File: config.mk
export PLATFORM = sky130hd
export DESIGN_NAME = stride_prefetcher
export DESIGN_NICKNAME = d
export VERILOG_FILES = /design/src/rtl/stride_pf_pkg.sv /design/src/rtl/sp_history.sv /design/src/rtl/sp_detect.sv /design/src/rtl/sp_issue.sv /design/src/rtl/stride_prefetcher.sv
export SDC_FILE = /design/constraint.sdc
export NUM_CORES = 1
export LEC_CHECK = 0
export BUFFER_PORTS_ARGS = -buffer_cell sky130_fd_sc_hd__buf_2
export CAP_MARGIN = 15
export CORE_MARGIN = 1
export CORE_UTILIZATION = 55
export CTS_CLUSTER_DIAMETER = 120
export CTS_CLUSTER_SIZE = 12
export DETAILED_ROUTE_END_ITERATION = 10
export PLACE_DENSITY = 0.87
export SYNTH_ARGS = -nofsm -noshare
export SYNTH_HDL_FRONTEND = slang
export SYNTH_SLANG_ARGS = --single-unit
File: constraint.sdc
create_clock -name clk -period 5.8 [get_ports clk]
set_input_delay 0.29 -clock clk [delete_from_list [all_inputs] [get_ports clk]]
set_output_delay 0.29 -clock clk [all_outputs]
set_load 0.01 [all_outputs]
File: src/rtl/stride_pf_pkg.sv
package stride_pf_pkg;
  // Widest address the arithmetic helpers support.
  localparam int unsigned SP_MAX_AW = 64;
  // Exact signed width: one bit for the sign, one for the sum carry.
  localparam int unsigned SP_SW = SP_MAX_AW + 2;

  typedef logic [SP_MAX_AW-1:0] sp_addr_t;
  typedef logic signed [SP_SW-1:0] sp_wide_t;

  // Exact signed difference a - b.
  function automatic sp_wide_t sp_diff(input sp_addr_t a, input sp_addr_t b);
    sp_wide_t wa, wb;
    wa = sp_wide_t'({2'b00, a});
    wb = sp_wide_t'({2'b00, b});
    return wa - wb;
  endfunction

  // Exact signed sum base + step.
  function automatic sp_wide_t sp_step(input sp_addr_t base, input sp_wide_t step);
    sp_wide_t wb;
    wb = sp_wide_t'({2'b00, base});
    return wb + step;
  endfunction

  // True when t is a legal unsigned address of aw bits.
  function automatic logic sp_fits(input sp_wide_t t, input int unsigned aw);
    logic [SP_SW-1:0] u;
    u = t;
    return (u >> aw) == '0;
  endfunction
endpackage

File: src/rtl/sp_history.sv
module sp_history #(
  parameter int unsigned AW    = 32,
  parameter int unsigned DEPTH = 2
) (
  input  logic          clk,
  input  logic          rst,
  input  logic          push,
  input  logic [AW-1:0] addr,
  output logic [AW-1:0] slot [DEPTH],
  output logic [$clog2(DEPTH+1)-1:0] fill
);
  localparam int unsigned FW = $clog2(DEPTH + 1);
  localparam logic [FW-1:0] FULL = FW'(DEPTH);

  generate
    for (genvar g = 0; g < DEPTH; g++) begin : g_slot
      always_ff @(posedge clk) begin
        if (rst) begin
          slot[g] <= '0;
        end else if (push) begin
          if (g == 0) slot[g] <= addr;
          else        slot[g] <= slot[g-1];
        end
      end
    end
  endgenerate

  always_ff @(posedge clk) begin
    if (rst) begin
      fill <= '0;
    end else if (push && fill != FULL) begin
      fill <= fill + FW'(1);
    end
  end
endmodule

File: src/rtl/sp_detect.sv
module sp_detect
  import stride_pf_pkg::*;
#(
  parameter int unsigned AW = 32
) (
  input  logic          valid,
  input  logic [AW-1:0] newest,
  input  logic [AW-1:0] mid,
  input  logic [AW-1:0] oldest,
  input  logic          primed,
  output logic          fire,
  output logic [AW-1:0] target
);
  sp_wide_t d_old, d_new, tgt_w;
  logic     same, nonzero, fits;

  always_comb begin
    d_old   = sp_diff(sp_addr_t'(mid), sp_addr_t'(oldest));
    d_new   = sp_diff(sp_addr_t'(newest), sp_addr_t'(mid));
    tgt_w   = sp_step(sp_addr_t'(newest), d_new);
    same    = (d_old == d_new);
    nonzero = (d_new != '0);
    fits    = sp_fits(tgt_w, AW);
    fire    = valid && primed && same && nonzero && fits;
    target  = tgt_w[AW-1:0];
  end
endmodule

File: src/rtl/sp_issue.sv
module sp_issue #(
  parameter int unsigned AW = 32
) (
  input  logic          clk,
  input  logic          rst,
  input  logic          load,
  input  logic [AW-1:0] load_addr,
  input  logic          ready,
  output logic          valid,
  output logic [AW-1:0] addr
);
  logic taken;
  assign taken = valid && ready;

  always_ff @(posedge clk) begin
    if (rst) begin
      valid <= 1'b0;
      addr  <= '0;
    end else if (load) begin
      valid <= 1'b1;
      addr  <= load_addr;
    end else if (taken) begin
      valid <= 1'b0;
    end
  end
endmodule

File: src/rtl/stride_prefetcher.sv
module stride_prefetcher #(
  parameter int unsigned ADDR_W = 32
) (
  input  logic              clk,
  input  logic              rst,
  input  logic              dmd_valid,
  input  logic [ADDR_W-1:0] dmd_addr,
  output logic              pf_valid,
  output logic [ADDR_W-1:0] pf_addr,
  input  logic              pf_ready
);
  // Two stored entries plus the incoming demand form the three-access window.
  localparam int unsigned KEEP = 2;
  localparam int unsigned FW   = $clog2(KEEP + 1);

  logic [ADDR_W-1:0] hist [KEEP];
  logic [FW-1:0]     fill;
  logic [ADDR_W-1:0] newest_kept;
  logic              primed;
  logic              fire;
  logic [ADDR_W-1:0] fire_addr;

  sp_history #(.AW(ADDR_W), .DEPTH(KEEP)) u_hist (
    .clk  (clk),
    .rst  (rst),
    .push (dmd_valid),
    .addr (dmd_addr),
    .slot (hist),
    .fill (fill)
  );

  assign newest_kept = hist[0];
  assign primed      = (fill == FW'(KEEP));

  sp_detect #(.AW(ADDR_W)) u_det (
    .valid  (dmd_valid),
    .newest (dmd_addr),
    .mid    (hist[0]),
    .oldest (hist[1]),
    .primed (primed),
    .fire   (fire),
    .target (fire_addr)
  );

  sp_issue #(.AW(ADDR_W)) u_iss (
    .clk       (clk),
    .rst       (rst),
    .load      (fire),
    .load_addr (fire_addr),
    .ready     (pf_ready),
    .valid     (pf_valid),
    .addr      (pf_addr)
  );
endmodule

# Yosys cells after proc, flatten, opt, wreduce, memory -nomap -nowiden
# Index checks and enable logic that the tools add are counted.
[totals]
wordCells = 23
mem_count = 0
output_inout_bits = 33
reg_bits = 99
latch_bits = 0
rom_bits = 0
mem_bits_rw = 0
input_bits = 36
[op_classes]
shift = 0
n_bitwise = 0
muxes = 2
n_eq_ne = 3
n_lt_le_gt_ge = 0
reduce_logical = 9
mul = 0
addsub = 4
n_div = 0
[op_table]
columns = ["cell", "count"]
rows = [
  ["$add A33 B66 Y66", 1],
  ["$eq A66 B66 Y1", 1],
  ["$logic_not A66 Y1", 1],
  ["$reduce_bool A66 Y1", 1],
  ["$sub A32 B32 Y33", 2],
  ["$logic_and A1 B1 Y1", 6],
  ["$add A2 B1 Y2 const B", 1],
  ["$eq A2 B2 Y1 const B", 1],
  ["$mux W1", 2],
  ["$ne A2 B2 Y1 const B", 1],
  ["$reduce_bool A2 Y1", 1],
]

# Depth between registers and ports, before layout
[depth]
depth_word = 6
depth_mapped = 29
depth_no_buf = 28

# Hierarchy
# Synthesis repeated with hierarchy kept, for this count alone.
[unflattened]
cells_unflattened = 1169
hier_area_um2 = 9426.5
[by_module_without_submodules]
columns = ["mod", "cells_per_inst", "n_inst", "area_each_um2", "seq_area_each_um2"]
rows = [
  ["sp_detect", 843, 1, 5804.3, 0.0],
  ["sp_history", 217, 1, 2403.6, 1321.3],
  ["sp_issue", 108, 1, 1204.9, 660.6],
  ["stride_prefetcher", 1, 1, 13.8, 0.0],
]

# Worst setup path after synthesis
# No wires, ideal clock.
[synth_timing]
path_kind = "reg2reg"
from = "reg u_hist.slot[33] (netlist name)"
to = "reg u_iss.addr[17]"
setup_ns = 0.123
arrival_ns = 5.763
n_path_buf = 1
period_less_slack_ns = 5.886
path_slack_ns = -0.086
stages_incl_launch_ff = 28
required_time_ns = 5.677
path_cell_list = "dfxtp_1 > inv_1 > ha_1 > nor2b_1 > o2111ai_1 > a21o_1 > a311oi_1 > xor2_1 > ha_1 > a211oi_1 > nand2_1 > a211oi_1 > a211oi_1 > a2111o_1 > a21oi_1 > a21oi_1 > a21o_1 > a21oi_1 > ha_1 > nand4b_1 > nor4_1 > nand4_1 > nor4b_1 > nand4_1 > nor4_4 > nand2_2 > buf_4 > mux2_1"
[synth_between]
elab_chain_len = 5
elab_cells_between_ends = 9
classes_between = "add/sub: 3; eq/ne: 1; reduce/logical: 5"
[synth_rtl]
columns = ["item", "line_no", "rtl"]
rows = [
  ["start, declared", "sp_history.sv:9", "output logic [AW-1:0] slot [DEPTH],"],
  ["start signal, assigned by index", "sp_history.sv:21", "if (g == 0) slot[g] <= addr;"],
  ["start signal, assigned by index", "sp_history.sv:22", "else slot[g] <= slot[g-1];"],
  ["parallel branches: the longest is 5 deep, another holds $add A33 B66 Y66", "n/a", ""],
  ["end signal, assigned", "sp_issue.sv:21", "addr <= load_addr;"],
  ["end, declared", "sp_issue.sv:10", "output logic [AW-1:0] addr"],
]
# Parallel ways; which one is timed is not known.
# A chain may end at the register's enable or synchronous reset.

# Final worst setup path
[layout_timing]
from = "reg u_hist.slot[34] (netlist name)"
to = "reg u_iss.addr[17]"
# The elaborated chain is that of the path after synthesis.

==> reports/results.md <==
| Group | Quantity | Value |
| --- | --- | --- |
| outcome | Status | complete, but fails checks |
| outcome | Failing checks | setup timing |
| sta | Hold violation total from the final report | 0 |
| critical path | Worst r2r path cells | 28 |
| clock network | Clk_lat worst skew | 370 ps |
| sta | Endpoints failing setup | 33 |
| cells and area | Commonest cells after routing, fill and taps aside | 247 x buf_4, 131 x nor2_1, 94 x dfxtp_1 |
| pwr | Power Total | 3.51 mW |
| clock network | Clock buffer count from CTS | 9 |
| synth | Fraction of registers with async set/reset | 0 |
| pwr | Worst vdd ir | 0.173 mV |
| cells and area | Area Growth Syn to Fin | 31.2% |
| cells and area | Ant diodes | 0 |
| placement | Cell Count Post-Placement | 1,720 |
| critical path | Crit path largest cell delay | 560 ps |
| global routing | Via count of the first global-routing pass | 10,500 |
| pwr | Sequential group share of total power | 0.204 |
| placement | Final weighted congestion in routability-driven placement | 1.04 |
| detailed routing | Detailed-route wire length per cell | 21.1 µm |
| detailed routing | Vias per std cell | 6.38 |
| pwr | Switching share of power | 0.415 |
| hold path | Worst Hold Path EP | u_iss.valid |
| floorplanning | FP Rows | 48 |
| hold path | Number of cells on the worst hold path | 3 |
| critical path | Worst Setup End Kind | flop |
| synth | Number of flops mapped to enable cells by yosys | 0 |
| clock network | CTS tree | yes |
| sta | Time the worst path needs with I/O delays and setup | 6700 ps |
| floorplanning | Initial Utilization | 0.570 |
| pwr | Share of total power in combinational logic | 0.603 |
| global routing | Global-route wire length before repair | 53.2 mm |
| floorplanning | Horizontal die dimension | 137 µm |
| cells and area | Cell Count, Final, Fillers Out | 1,773 |
| clock network | Maximum buffer depth of the clock tree | 2 |
| synth | Gate count after technology mapping | 1,258 |
| floorplanning | Full die area | 18,700 µm² |
| pwr | Power Dens Cells | 267 nW/µm² |
| hold path | Worst hold path startpoint | pf_ready |
| sta | Final worst-path cycle share | 1.16 |
| synth | Synthesized netlist net count | 1,397 |
| detailed routing | Post-Route WL | 37.5 mm |
| cells and area | Final Net Count | 1,682 |
| detailed routing | Number of vias after detailed routing | 11,300 |
| synth | Post-Syn Area | 10000 µm² |
| sta | Number of pins exceeding their max-slew limit in the final report | 0 |
| cells and area | Most common cell after layout, fill and taps aside | buf_4 |
| sta | Worst setup skew after layout | 8.25 ps |
| detailed routing | Remaining routing DRC violations | 0 |
| pwr | Clock Power Share | 0.193 |
| detailed routing | Met3 Routed Length | 3.86 mm |
| pwr | Leakage dissipation | 6.22 nW |
| global routing | Overall routing resource usage | 0.366 |
| critical path | Endpoint of the most critical register-to-register path | u_iss.addr[17] |
| floorplanning | Die Height | 137 µm |
| synth | Syn avg cell area | 7.95 µm² |
| detailed routing | Antenna-violating nets left | 0 |
| placement | Total of buffers placed on input and output ports | 68 |
| synth | Synthesized flop and latch total | 99 |
| detailed routing | Met2 Routed Length | 16.9 mm |
| global routing | Number of antenna violations at the first check in global routing | 0 |
| detailed routing | M1 wire length | 14.7 mm |
| pwr | Switching power | 1.46 mW |
| critical path | Data required time of the critical path | 6060 ps |
| sta | Upper clock frequency limit | 149 MHz |
| clock network | CTS clk-pin slew, worst paths | 70 ps |
| synth | Part of the Yosys area used for sequential elements | 0.198 |
| synth | Synth warn | 0 |
| sta | Relative slew margins | 0.374 |
| critical path | Kind of critical path | reg -> reg |
| global routing | Pin count of the biggest net entering global routing | 60 |
| pwr | Cell internal pwr | 2.05 mW |
| cells and area | Fraction of layout instances using a drive strength above 1 | 0.283 |
| job | Number of maximum-capacitance violations | 0 |
| critical path | Reg2Reg Setup Slack | -900 ps |
| synth | Distinct cell type count of the synthesized netlist | 88 |
| critical path | Crit path max fanout | 6 |
| clock network | Maximum level of the CTS H-tree | 3 |
| clock network | CTS root buffer | clkbuf_16 |
| floorplanning | Number of placed I/O pins | 69 |
| detailed routing | First-pass DRT Iterations | 5 |
| critical path | Crit Reg-Reg Startpoint | u_hist.slot[34] |
| detailed routing | Number of DRC violations after detailed-routing iteration 0 | 1,194 |
| global routing | Gr ovfl total | 0 |
| critical path | Crit path max-delay cell type | ha_1 |
| sta | Worst setup margin | -900 ps |
| critical path | Startpoint type of the worst setup path | flop |
| detailed routing | Highest routing layer actually used | met4 |
| placement | Final HPWL from detailed placement | 25.2 mm |
| synth | Leading register cell type out of synthesis | dfxtp_1 |
| sta | Transition time at the pin with the least slew margin | 939 ps |
| sta | RSZ-0062 raised after global routing | yes |
| critical path | Critical Path AT | 6960 ps |
| clock network | Clk sink count | 99 |
| floorplanning | Core region area | 17,500 µm² |
| hold path | Worst min-delay path class | in -> reg |
## sequential cells by signal (all words and copies together) (netlist names)
register and count:
u_hist.slot 64, u_iss.valid 1, u_iss.addr 32, u_hist.fill 2
## layout make-up
class                      instances  area (µm²)
fill                            1160        4420
clock inverter                     7        92.6
clock buffer                       9         225
tap                              225         282
inverter                          90         338
timing repair buffer             320        2310
multi-input combinational       1023        7880
sequential                        99        1990
## cells in the mapped netlist (4+ instances only)
| cell type | number | area share |
|---|---|---|
| o21bai_1 | 6 | 0.0045 |
| a31o_2 | 6 | 0.0053 |
| a31oi_1 | 8 | 0.0050 |
| a211oi_1 | 16 | 0.012 |
| a21oi_1 | 96 | 0.048 |
| dfxtp_1 | 99 | 0.20 |
| xnor3_1 | 7 | 0.016 |
| a41o_1 | 4 | 0.0040 |
| a21boi_0 | 5 | 0.0038 |
| o21ai_1 | 6 | 0.0030 |
| o2111a_1 | 4 | 0.0045 |
| clkbuf_1 | 35 | 0.013 |
| or3_1 | 9 | 0.0056 |
| o21a_1 | 9 | 0.0068 |
| nor4_1 | 9 | 0.0056 |
| nand3_1 | 32 | 0.016 |
| buf_2 | 5 | 0.0025 |
| nand2b_1 | 14 | 0.0088 |
| nor2b_1 | 23 | 0.014 |
| or4_1 | 4 | 0.0030 |
| nor2_1 | 132 | 0.050 |
| o211ai_1 | 11 | 0.0083 |
| a311oi_1 | 5 | 0.0044 |
| or2_2 | 4 | 0.0025 |
| and2_1 | 8 | 0.0050 |
| nand2_1 | 87 | 0.033 |
| a21o_1 | 35 | 0.026 |
| inv_1 | 90 | 0.034 |
| o2111ai_1 | 6 | 0.0053 |
| o21ai_0 | 56 | 0.028 |
| ha_1 | 100 | 0.13 |
| and4_1 | 11 | 0.0096 |
| a31o_1 | 7 | 0.0061 |
| xnor2_1 | 60 | 0.053 |
| nor3_1 | 20 | 0.010 |
| nand4_1 | 16 | 0.010 |
| o31ai_1 | 7 | 0.0053 |
| xor2_1 | 27 | 0.024 |
| mux2i_1 | 75 | 0.075 |
| and3_1 | 18 | 0.011 |
| mux2_1 | 13 | 0.015 |
## how the worst max path moves through the flow
stage | from | slack [ps] | cells after the start | end
floorplan | u_hist.slot[32] | 10 | 28 | u_iss.addr[17]
global placement | dmd_addr[0] | -290 | 30 | u_iss.addr[29]
detailed placement | dmd_addr[0] | -580 | 31 | u_iss.addr[9]
CTS | u_hist.slot[32] | -350 | 28 | u_iss.addr[6]
global route | u_hist.slot[34] | -1000 | 28 | u_iss.addr[17]
finish | u_hist.slot[34] | -900 | 28 | u_iss.addr[17]
## cells by family after synthesis
group / after synthesis / synth area share
AND/OR/NAND/NOR: 401 / 0.198
AO/OA/AOI/OAI: 333 / 0.229
buffers and inverters: 136 / 0.0536
adder cells (fa/ha/maj): 103 / 0.131
flip-flops: 99 / 0.198
XOR/XNOR: 97 / 0.0987
multiplexers: 89 / 0.0909
## through the flow
stage          area [µm²]   util  worst slack (ps)  setup TNS (ps)  hold WS [ps]
2_1_floorplan       10000      -              12.8               0           437
3_3_place_gp        12100  0.688              -292           -7740           443
3_5_place_dp        12100  0.688              -585          -17100           450
4_1_cts             12800  0.731              -349           -9570           209
5_1_grt             13100  0.748             -1000          -30390           234
6_report            13100  0.748              -900          -27340           210
## metal layers
metal  GRT usage  up-vias
met1       0.474     5303
met5           0        -
met2       0.601      688
met4       0.168        0
met3      0.0522      184
li1            -     5140
## power by group through the flow
stage	Combinational (mW)	Sequential [mW]	Clock, mW
floorplan	1.15	0.732	0
global placement	1.74	0.730	0
detailed placement	1.79	0.731	0
CTS	1.90	0.716	0.670
global route	2.24	0.719	0.695
finish	2.11	0.717	0.676
## worst max-delay path: cells and delay by family (launching register included)
family          cells  cell delay [ps]
compound gates     11             2720
simple gates        8             1330
fa+ha+maj           3             1030
buf+inv             4              570
flops               1              360
mux                 1              310
xor+xnor            1              260
## repair_timing
action / in CTS / in global routing
resized for setup: 48 / 44
buffers inserted: 16 / 19
cloned: 2 / 1
hold buffers: 0 / 0
endpoints found under the setup margin: 33 / 33
pin swaps: 27 / 15
Power figures use the tool's default switching activity.
